$ cat config.mk
export PLATFORM = sky130hd
export DESIGN_NAME = xpt_serial_ctrl
export DESIGN_NICKNAME = d
export VERILOG_FILES = /design/src/rtl/xpt_pkg.sv /design/src/rtl/xpt_rx_fsm.sv /design/src/rtl/xpt_cascade_tx.sv /design/src/rtl/xpt_route_store.sv /design/src/rtl/xpt_lane_mux.sv /design/src/rtl/xpt_serial_ctrl.sv
export SDC_FILE = /design/constraint.sdc
export NUM_CORES = 1
export LEC_CHECK = 0
export ABC_CLOCK_PERIOD_IN_PS = 2000
export BUFFER_PORTS_ARGS = -buffer_cell sky130_fd_sc_hd__buf_2
export CAP_MARGIN = 30
export CELL_PAD_IN_SITES_DETAIL_PLACEMENT = 2
export CELL_PAD_IN_SITES_GLOBAL_PLACEMENT = 2
export CORE_MARGIN = 8
export CORE_UTILIZATION = 30
export DETAILED_ROUTE_END_ITERATION = 8
export GPL_TIMING_DRIVEN = 0
export PLACE_DENSITY = 0.63
export SLEW_MARGIN = 20
export SYNTH_ARGS = -nofsm -noshare
export SYNTH_HDL_FRONTEND = slang
export SYNTH_SLANG_ARGS = --single-unit
$ cat constraint.sdc
create_clock -name sclk -period 2 [get_ports sclk]
set_input_delay 0.1 -clock sclk [delete_from_list [all_inputs] [get_ports sclk]]
set_output_delay 0.1 -clock sclk [all_outputs]
set_load 0.03 [all_outputs]
$ cat src/rtl/xpt_pkg.sv
`timescale 1ns/1ps
package xpt_pkg;

    typedef enum logic {
        RX_IDLE = 1'b0,
        RX_DATA = 1'b1
    } rx_state_e;

    typedef enum logic {
        TX_IDLE = 1'b0,
        TX_SEND = 1'b1
    } tx_state_e;

    localparam logic START_BIT = 1'b1;

endpackage

$ cat src/rtl/xpt_rx_fsm.sv
`timescale 1ns/1ps
module xpt_rx_fsm
    import xpt_pkg::*;
#(
    parameter int ADDR_W = 4,
    parameter int SEL_W  = 2
) (
    input  logic              clk,
    input  logic              rst_n,
    input  logic              en,
    input  logic              sdi,
    output logic              frame_done,
    output logic [ADDR_W-1:0] frame_addr,
    output logic [SEL_W-1:0]  frame_out,
    output logic [SEL_W-1:0]  frame_in
);
    localparam int FRAME_W = ADDR_W + 2*SEL_W;
    localparam int CNT_W   = $clog2(FRAME_W);

    rx_state_e            state_q, state_d;
    logic [CNT_W-1:0]     cnt_q, cnt_d;
    logic [FRAME_W-2:0]   sh_q, sh_d;
    logic                 last_bit;
    logic [FRAME_W-1:0]   frame_w;

    assign last_bit = (state_q == RX_DATA) && (cnt_q == CNT_W'(FRAME_W-1));

    // state register
    always_ff @(posedge clk or negedge rst_n) begin
        if (!rst_n) begin
            state_q <= RX_IDLE;
            cnt_q   <= '0;
            sh_q    <= '0;
        end else if (en) begin
            state_q <= state_d;
            cnt_q   <= cnt_d;
            sh_q    <= sh_d;
        end
    end

    // next state
    always_comb begin
        state_d = state_q;
        cnt_d   = cnt_q;
        sh_d    = sh_q;
        unique case (state_q)
            RX_IDLE: begin
                if (sdi == START_BIT) begin
                    state_d = RX_DATA;
                    cnt_d   = '0;
                end
            end
            RX_DATA: begin
                sh_d = {sh_q[FRAME_W-3:0], sdi};
                if (last_bit) begin
                    state_d = RX_IDLE;
                    cnt_d   = '0;
                end else begin
                    cnt_d = cnt_q + 1'b1;
                end
            end
        endcase
    end

    // outputs
    always_comb begin
        frame_w    = {sh_q, sdi};
        frame_done = en && last_bit;
        frame_addr = frame_w[FRAME_W-1 -: ADDR_W];
        frame_out  = frame_w[2*SEL_W-1 -: SEL_W];
        frame_in   = frame_w[SEL_W-1:0];
    end

endmodule

$ cat src/rtl/xpt_cascade_tx.sv
`timescale 1ns/1ps
module xpt_cascade_tx
    import xpt_pkg::*;
#(
    parameter int ADDR_W = 4,
    parameter int SEL_W  = 2
) (
    input  logic              clk,
    input  logic              rst_n,
    input  logic              en,
    input  logic              load_frame,
    input  logic [ADDR_W-1:0] frame_addr,
    input  logic [SEL_W-1:0]  frame_out,
    input  logic [SEL_W-1:0]  frame_in,
    output logic              sdo
);
    localparam int TX_W  = ADDR_W + 2*SEL_W + 1;
    localparam int CNT_W = $clog2(TX_W);

    tx_state_e          state_q, state_d;
    logic [CNT_W-1:0]   cnt_q, cnt_d;
    logic [TX_W-1:0]    sh_q, sh_d;
    logic [ADDR_W-1:0]  next_addr;

    assign next_addr = ADDR_W'(frame_addr - 1'b1);

    // state register
    always_ff @(posedge clk or negedge rst_n) begin
        if (!rst_n) begin
            state_q <= TX_IDLE;
            cnt_q   <= '0;
            sh_q    <= '0;
        end else if (en) begin
            state_q <= state_d;
            cnt_q   <= cnt_d;
            sh_q    <= sh_d;
        end
    end

    // next state: a new frame always takes over the shifter
    always_comb begin
        state_d = state_q;
        cnt_d   = cnt_q;
        sh_d    = sh_q;
        if (load_frame) begin
            state_d = TX_SEND;
            cnt_d   = CNT_W'(TX_W-1);
            sh_d    = {START_BIT, next_addr, frame_out, frame_in};
        end else begin
            unique case (state_q)
                TX_IDLE: begin
                    sh_d = '0;
                end
                TX_SEND: begin
                    sh_d = {sh_q[TX_W-2:0], 1'b0};
                    if (cnt_q == '0) begin
                        state_d = TX_IDLE;
                    end else begin
                        cnt_d = cnt_q - 1'b1;
                    end
                end
            endcase
        end
    end

    // outputs
    always_comb begin
        sdo = sh_q[TX_W-1];
    end

endmodule

$ cat src/rtl/xpt_route_store.sv
`timescale 1ns/1ps
module xpt_route_store #(
    parameter int NPORT  = 4,
    parameter int ADDR_W = 4,
    parameter int SEL_W  = 2
) (
    input  logic                   clk,
    input  logic                   rst_n,
    input  logic                   en,
    input  logic                   frame_done,
    input  logic [ADDR_W-1:0]      frame_addr,
    input  logic [SEL_W-1:0]       frame_out,
    input  logic [SEL_W-1:0]       frame_in,
    input  logic                   load,
    output logic [NPORT*SEL_W-1:0] stage_flat,
    output logic [NPORT*SEL_W-1:0] cfg_flat
);
    logic hit;
    assign hit = frame_done && (frame_addr == '0);

    for (genvar o = 0; o < NPORT; o++) begin : g_out
        logic [SEL_W-1:0] stage_q;
        logic [SEL_W-1:0] cfg_q;

        always_ff @(posedge clk or negedge rst_n) begin
            if (!rst_n) begin
                stage_q <= SEL_W'(o);
                cfg_q   <= SEL_W'(o);
            end else if (en) begin
                if (load) begin
                    cfg_q <= stage_q;
                end
                if (hit && (frame_out == SEL_W'(o))) begin
                    stage_q <= frame_in;
                end
            end
        end

        assign stage_flat[o*SEL_W +: SEL_W] = stage_q;
        assign cfg_flat[o*SEL_W +: SEL_W]   = cfg_q;
    end

endmodule

$ cat src/rtl/xpt_lane_mux.sv
`timescale 1ns/1ps
module xpt_lane_mux #(
    parameter int NPORT  = 4,
    parameter int LANE_W = 4,
    parameter int SEL_W  = 2
) (
    input  logic [NPORT*LANE_W-1:0] din,
    input  logic [NPORT*SEL_W-1:0]  cfg_flat,
    output logic [NPORT*LANE_W-1:0] dout
);
    logic [LANE_W-1:0] lanes [NPORT];

    for (genvar k = 0; k < NPORT; k++) begin : g_in
        assign lanes[k] = din[k*LANE_W +: LANE_W];
    end

    for (genvar o = 0; o < NPORT; o++) begin : g_sel
        always_comb begin
            dout[o*LANE_W +: LANE_W] = lanes[cfg_flat[o*SEL_W +: SEL_W]];
        end
    end

endmodule

$ cat src/rtl/xpt_serial_ctrl.sv
`timescale 1ns/1ps
module xpt_serial_ctrl #(
    parameter int NPORT  = 4,
    parameter int LANE_W = 4,
    parameter int ADDR_W = 4
) (
    input  logic                    sclk,
    input  logic                    rst_n,
    input  logic                    mode,
    input  logic                    sdi,
    input  logic                    load,
    input  logic [NPORT*LANE_W-1:0] din,
    output logic [NPORT*LANE_W-1:0] dout,
    output logic                    sdo,
    output logic                    cclk_out
);
    localparam int SEL_W = $clog2(NPORT);

    logic                   en;
    logic                   frame_done;
    logic [ADDR_W-1:0]      frame_addr;
    logic [SEL_W-1:0]       frame_out;
    logic [SEL_W-1:0]       frame_in;
    logic [NPORT*SEL_W-1:0] stage_flat;
    logic [NPORT*SEL_W-1:0] cfg_flat;

    assign en       = ~mode;
    assign cclk_out = sclk & ~mode;

    xpt_rx_fsm #(.ADDR_W(ADDR_W), .SEL_W(SEL_W)) u_rx (
        .clk        (sclk),
        .rst_n      (rst_n),
        .en         (en),
        .sdi        (sdi),
        .frame_done (frame_done),
        .frame_addr (frame_addr),
        .frame_out  (frame_out),
        .frame_in   (frame_in)
    );

    xpt_cascade_tx #(.ADDR_W(ADDR_W), .SEL_W(SEL_W)) u_tx (
        .clk        (sclk),
        .rst_n      (rst_n),
        .en         (en),
        .load_frame (frame_done),
        .frame_addr (frame_addr),
        .frame_out  (frame_out),
        .frame_in   (frame_in),
        .sdo        (sdo)
    );

    xpt_route_store #(.NPORT(NPORT), .ADDR_W(ADDR_W), .SEL_W(SEL_W)) u_store (
        .clk        (sclk),
        .rst_n      (rst_n),
        .en         (en),
        .frame_done (frame_done),
        .frame_addr (frame_addr),
        .frame_out  (frame_out),
        .frame_in   (frame_in),
        .load       (load),
        .stage_flat (stage_flat),
        .cfg_flat   (cfg_flat)
    );

    xpt_lane_mux #(.NPORT(NPORT), .LANE_W(LANE_W), .SEL_W(SEL_W)) u_mux (
        .din      (din),
        .cfg_flat (cfg_flat),
        .dout     (dout)
    );

endmodule

Word level (Yosys, flattened, before mapping). Index checks and enable logic that the tools add are counted.

Input bits: 21. Output and inout port bits: 18. Register bits after elaboration: 41.

Add/sub/neg operators: 3. Reductions and logical operators: 19. Multiplexer cells: 26. $lt $le $gt $ge: 4. Bitwise logic cells: 8. Equality and inequality tests: 6.

Operator list (number): $mux 4 (11); $bmux 4 s2 (4); $pmux 9 s2 (1); $reduce_and 2->1 (7); $ge 3x3->1 const B (4); $not 2->3 (4); $mux 9 (1); $logic_not 4->1 (2); $sub 4x1->4 const B (2); $logic_and 1x1->1 (7); $mux 3 (2); $pmux 3 s2 (1); $mux 1 (5); $eq 2x2->1 const B (2); $add 3x1->3 const B (1); $eq 3x3->1 const B (1); $not 1->1 (3); $reduce_and 3->1 (1); $eq 2x1->1 const B (1); $logic_not 2->1 (1); $ne 2x1->1 const B (1); $ne 2x2->1 const B (1); $pmux 1 s2 (1); $reduce_bool 2->1 (1); $and 1x1->1 (1).

Depth between registers and ports, before layout.
Depth after elaboration: 6. Depth in mapped cells: 6. Depth with buffers taken out: 5.

Cells and area by module. A second synthesis with hierarchy kept.

Cell total of the unflattened synthesis: 171. Area total of the unflattened synthesis: 2288.4 µm².

By module, submodules not included: xpt_cascade_tx (area each 762.0 µm², sequential area each 350.3 µm², times used 1, cells each 83); xpt_route_store (area each 643.1 µm², sequential area each 410.4 µm², times used 1, cells each 40); xpt_rx_fsm (area each 452.9 µm², sequential area each 275.3 µm², times used 1, cells each 30); xpt_lane_mux (area each 420.4 µm², sequential area each 0.0 µm², times used 1, cells each 16); xpt_serial_ctrl (area each 10.0 µm², sequential area each 0.0 µm², times used 1, cells each 2).

==> summary by stage <==
Status
The run finished with clean final reports.

Clock network
After clock tree synthesis, the setup repair step added 0 buffers. TritonCTS built the clock tree. The clock insertion delay at the later pin of the skew report is 0.39 ns. After clock tree synthesis, the repair step resized 0 gates. The post-CTS clock slew at the launch and capture registers of the worst setup and hold paths is 0.08 ns.

Place
The number of cells after detailed placement is 315. In this run the cell area measured after placement is 2560 um2. The count of buffers from port buffering is 38. Summed over all nets, the half-perimeter wirelength after detailed placement is 4470 um. The placer's final routability congestion estimate is 0.688.

Run
The tool flagged a number of max-cap violations equal to 0.

GRT
The via count of the first global-routing pass is 1921. The final global-route overflow total is 0. For this run, the total global-route usage over all layers was measured as 0.126.

The initial antenna violation count is 0. Entering global routing, the biggest net connects 29 pins. The global-route wire length before repair is 9830 um.

Logic synthesis
The unique cell type count in the Yosys netlist is 39. The area of the mapped netlist is 2220 um2. The synthesized-area fraction occupied by ao, oa, aoi and oai cells came to 0.0861.

In the post-synthesis netlist, the biggest area contributors are dfrtp_1, mux4_2, dfstp_2. The fraction of synthesized cell area in xor and xnor cells is 0.00788. The instance count of the mapped netlist is 177. The total number of yosys warnings is 0.

Of the synthesized area, sequential elements account for 0.466. The library cell with the highest instance count after synthesis is dfrtp_1. After synthesis, the share of flip-flops with an asynchronous set or reset is 1.00.

The number of nets produced by synthesis is 204. After synthesis, the most frequently instantiated cells are dfrtp_1, nand2_1, mux4_2. After synthesis, the largest family of logic cells by area is multiplexers. The post-synthesis area per instance is 12.6 um2.

The top flip-flop cell by instance count after synthesis is dfrtp_1. Of all cell types, the one taking the most synthesized area is dfrtp_1. The number of synthesized flops with an enable pin is 0. After synthesis, the share of cell area in mux cells is 0.253. The area fraction of the dominant cell type after synthesis is 0.372. The area fraction in and, or, nand and nor cells after synthesis is 0.130. The synthesized design contains 41 register bits. Of the total synthesized cell area, the portion taken by full adders, half adders and majority gates is 0.0338.

Setup path
The data required time of the critical path is 1.90 ns. STA classifies the critical path startpoint as a register. STA classifies the critical path endpoint as a primary output. Of all nets on the critical path, the largest fanout is 5. The endpoint arrival time on the critical path is 1.75 ns.

By startpoint and endpoint, the worst setup path is classified as reg -> out.

Timing
Measured against its own limit, the worst slew margin works out to 0.681. The count of final setup violators is 0. In the final timing run, aggregate negative setup slack is 0 ns.

The number of hold violations in the final report is 0. Between clock sinks in the finished design, the worst skew comes to 0.00299 ns. The post-route clock period utilization is 0.924. Hold is met by 0.0265 ns.

The final count of pins violating max slew is 0. The minimum period implied by the final worst setup slack is 1.85 ns. Based on the critical path, the design can be clocked at up to 0.541 GHz. The measured slew at the worst slew-check pin is 0.477 ns.

Setup repair after global routing left no endpoint under its margin.

Finish
The post-route cell area is 2710 um2. The final non-filler cell total is 326. The number of nets in the final layout is 254. Once layout is complete, the utilization of the core stands at 0.376. In the final layout, the share of cells above drive strength 1 is 0.423. The number of filler cells placed in the layout is 790.

The area taken by flip-flops and latches is 1040 um2. The area added between synthesis and finish is 22.0%. In the final layout, the multi-input gates occupy 1130 um2.

The repair_antennas step left the layout with diodes totalling 0.

Die
From bottom edge to top edge, the die measures 102 um. The die is 102 um wide. Pin placement for this block handled 39 I/O pins. The initial cell density of the core is 0.308. The cell row count is 31. The floorplan die area is 10400 um2. The floorplan core area is 7210 um2.

Route
The detailed-route vias per instance is 5.14. The first TritonRoute pass finished after 4 iterations. The average wire per standard cell is 18.3 um. The count of vias placed by the detailed router is 1675. In the routed design, unresolved DRC markers number 0.

For this block, the routed nets add up to 5960 um of wire. The initial detailed-routing violation count is 68. The count of nets left with antenna violations once routing finished came out at 0.

Worst hold path
In this run the worst hold path is classified as in -> reg.

Pwr
The total power per unit cell area is 1240 nW/um2. The maximum VDD drop is 0.477 mV. The leakage component of the power is 1.21 nW.
-- flip-flops by register name, indices dropped and copies added (netlist names) --
signal / flops
u_rx.cnt_q: 3
u_rx.sh_q: 7
u_rx.state_q: 1
u_store.g_out.cfg_q: 8
u_store.g_out.stage_q: 8
u_tx.cnt_q: 4
u_tx.sh_q: 9
u_tx.state_q: 1
-- power breakdown --
part           total [mW]  internal, mW  switching (mW)
logic                1.16         0.535           0.624
registers            1.36          1.08           0.277
clock network       0.847         0.505           0.341
-- critical path: stages, from the launching register on --
cell and delay [ns]:
dfstp_2 0.64, mux4_2 0.52, buf_2 0.19
-- logic make-up after synthesis --
group                    after synthesis
AND/OR/NAND/NOR                       54
flip-flops                            41
XOR/XNOR                               2
adder cells (fa/ha/maj)                6
AO/OA/AOI/OAI                         28
buffers and inverters                 12
multiplexers                          34
-- layer usage --
metal	vias up	routed length [um]	GRT usage
met5	-	0	0
met4	0	126	0.0677
met3	13	181	0.0375
met2	25	2990	0.194
met1	868	2660	0.155
li1	769	-	-
-- metrics by stage --
| stage | power, mW | worst slack [ns] |
|---|---|---|
| after global placement | 2.56 | 0.212 |
| final | 3.36 | 0.152 |
| after CTS | 3.45 | 0.121 |
| after global routing | 3.62 | 0.0265 |
| after detailed placement | 2.61 | 0.175 |
| after floorplan | 2.19 | 0.394 |
-- cell usage in the layout (no fill, tap or decap), types with 3 or more instances in the layout --
cell type,instances
inv_1,6
a31oi_1,3
a21oi_1,4
mux2_1,4
o21ai_0,9
clkbuf_8,8
mux4_2,16
ha_1,6
nand2_1,25
dfrtp_1,33
nor2b_1,3
buf_2,43
mux2_2,14
dfstp_2,8
nor2_1,4
nand3_1,4
-- timing repair --
action	in CTS	in global routing
hold buffers	1	0
endpoints found under the hold margin	33	0
endpoints found under the setup margin	0	0
-- path summary, 6_finish.rpt --
check                                                   startpoint                                       to  slack [ns]  cells past startpoint
hold reg to reg            u_store.g_out[1].stage_q[1]$_DFFE_PN0P_  u_store.g_out[1].stage_q[1]$_DFFE_PN0P_        0.50                      1
max in group asynchronous                                    rst_n  u_store.g_out[2].stage_q[1]$_DFFE_PN1P_        1.32                      3
setup / recovery             u_store.g_out[3].cfg_q[0]$_DFFE_PN1P_                                 dout[14]        0.15                      2
hold / removal                                                 sdi                 u_rx.sh_q[0]$_DFFE_PN0P_        0.03                      3
setup reg to reg                         u_rx.cnt_q[0]$_DFFE_PN0P_  u_store.g_out[3].stage_q[0]$_DFFE_PN1P_        0.18                      5
min in group asynchronous                                    rst_n                 u_rx.sh_q[3]$_DFFE_PN0P_        0.14                      2
-- cell type report --
cell class | count | share of cell area
timing repair buffer | 39 | 0.0794
buffer | 6 | 0.0106
multi-input combinational | 124 | 0.419
sequential | 41 | 0.382
clock buffer | 9 | 0.0425
tap | 99 | 0.0457
inverter | 6 | 0.00831
clock inverter | 2 | 0.0129
(Power assumes the default switching activity.)
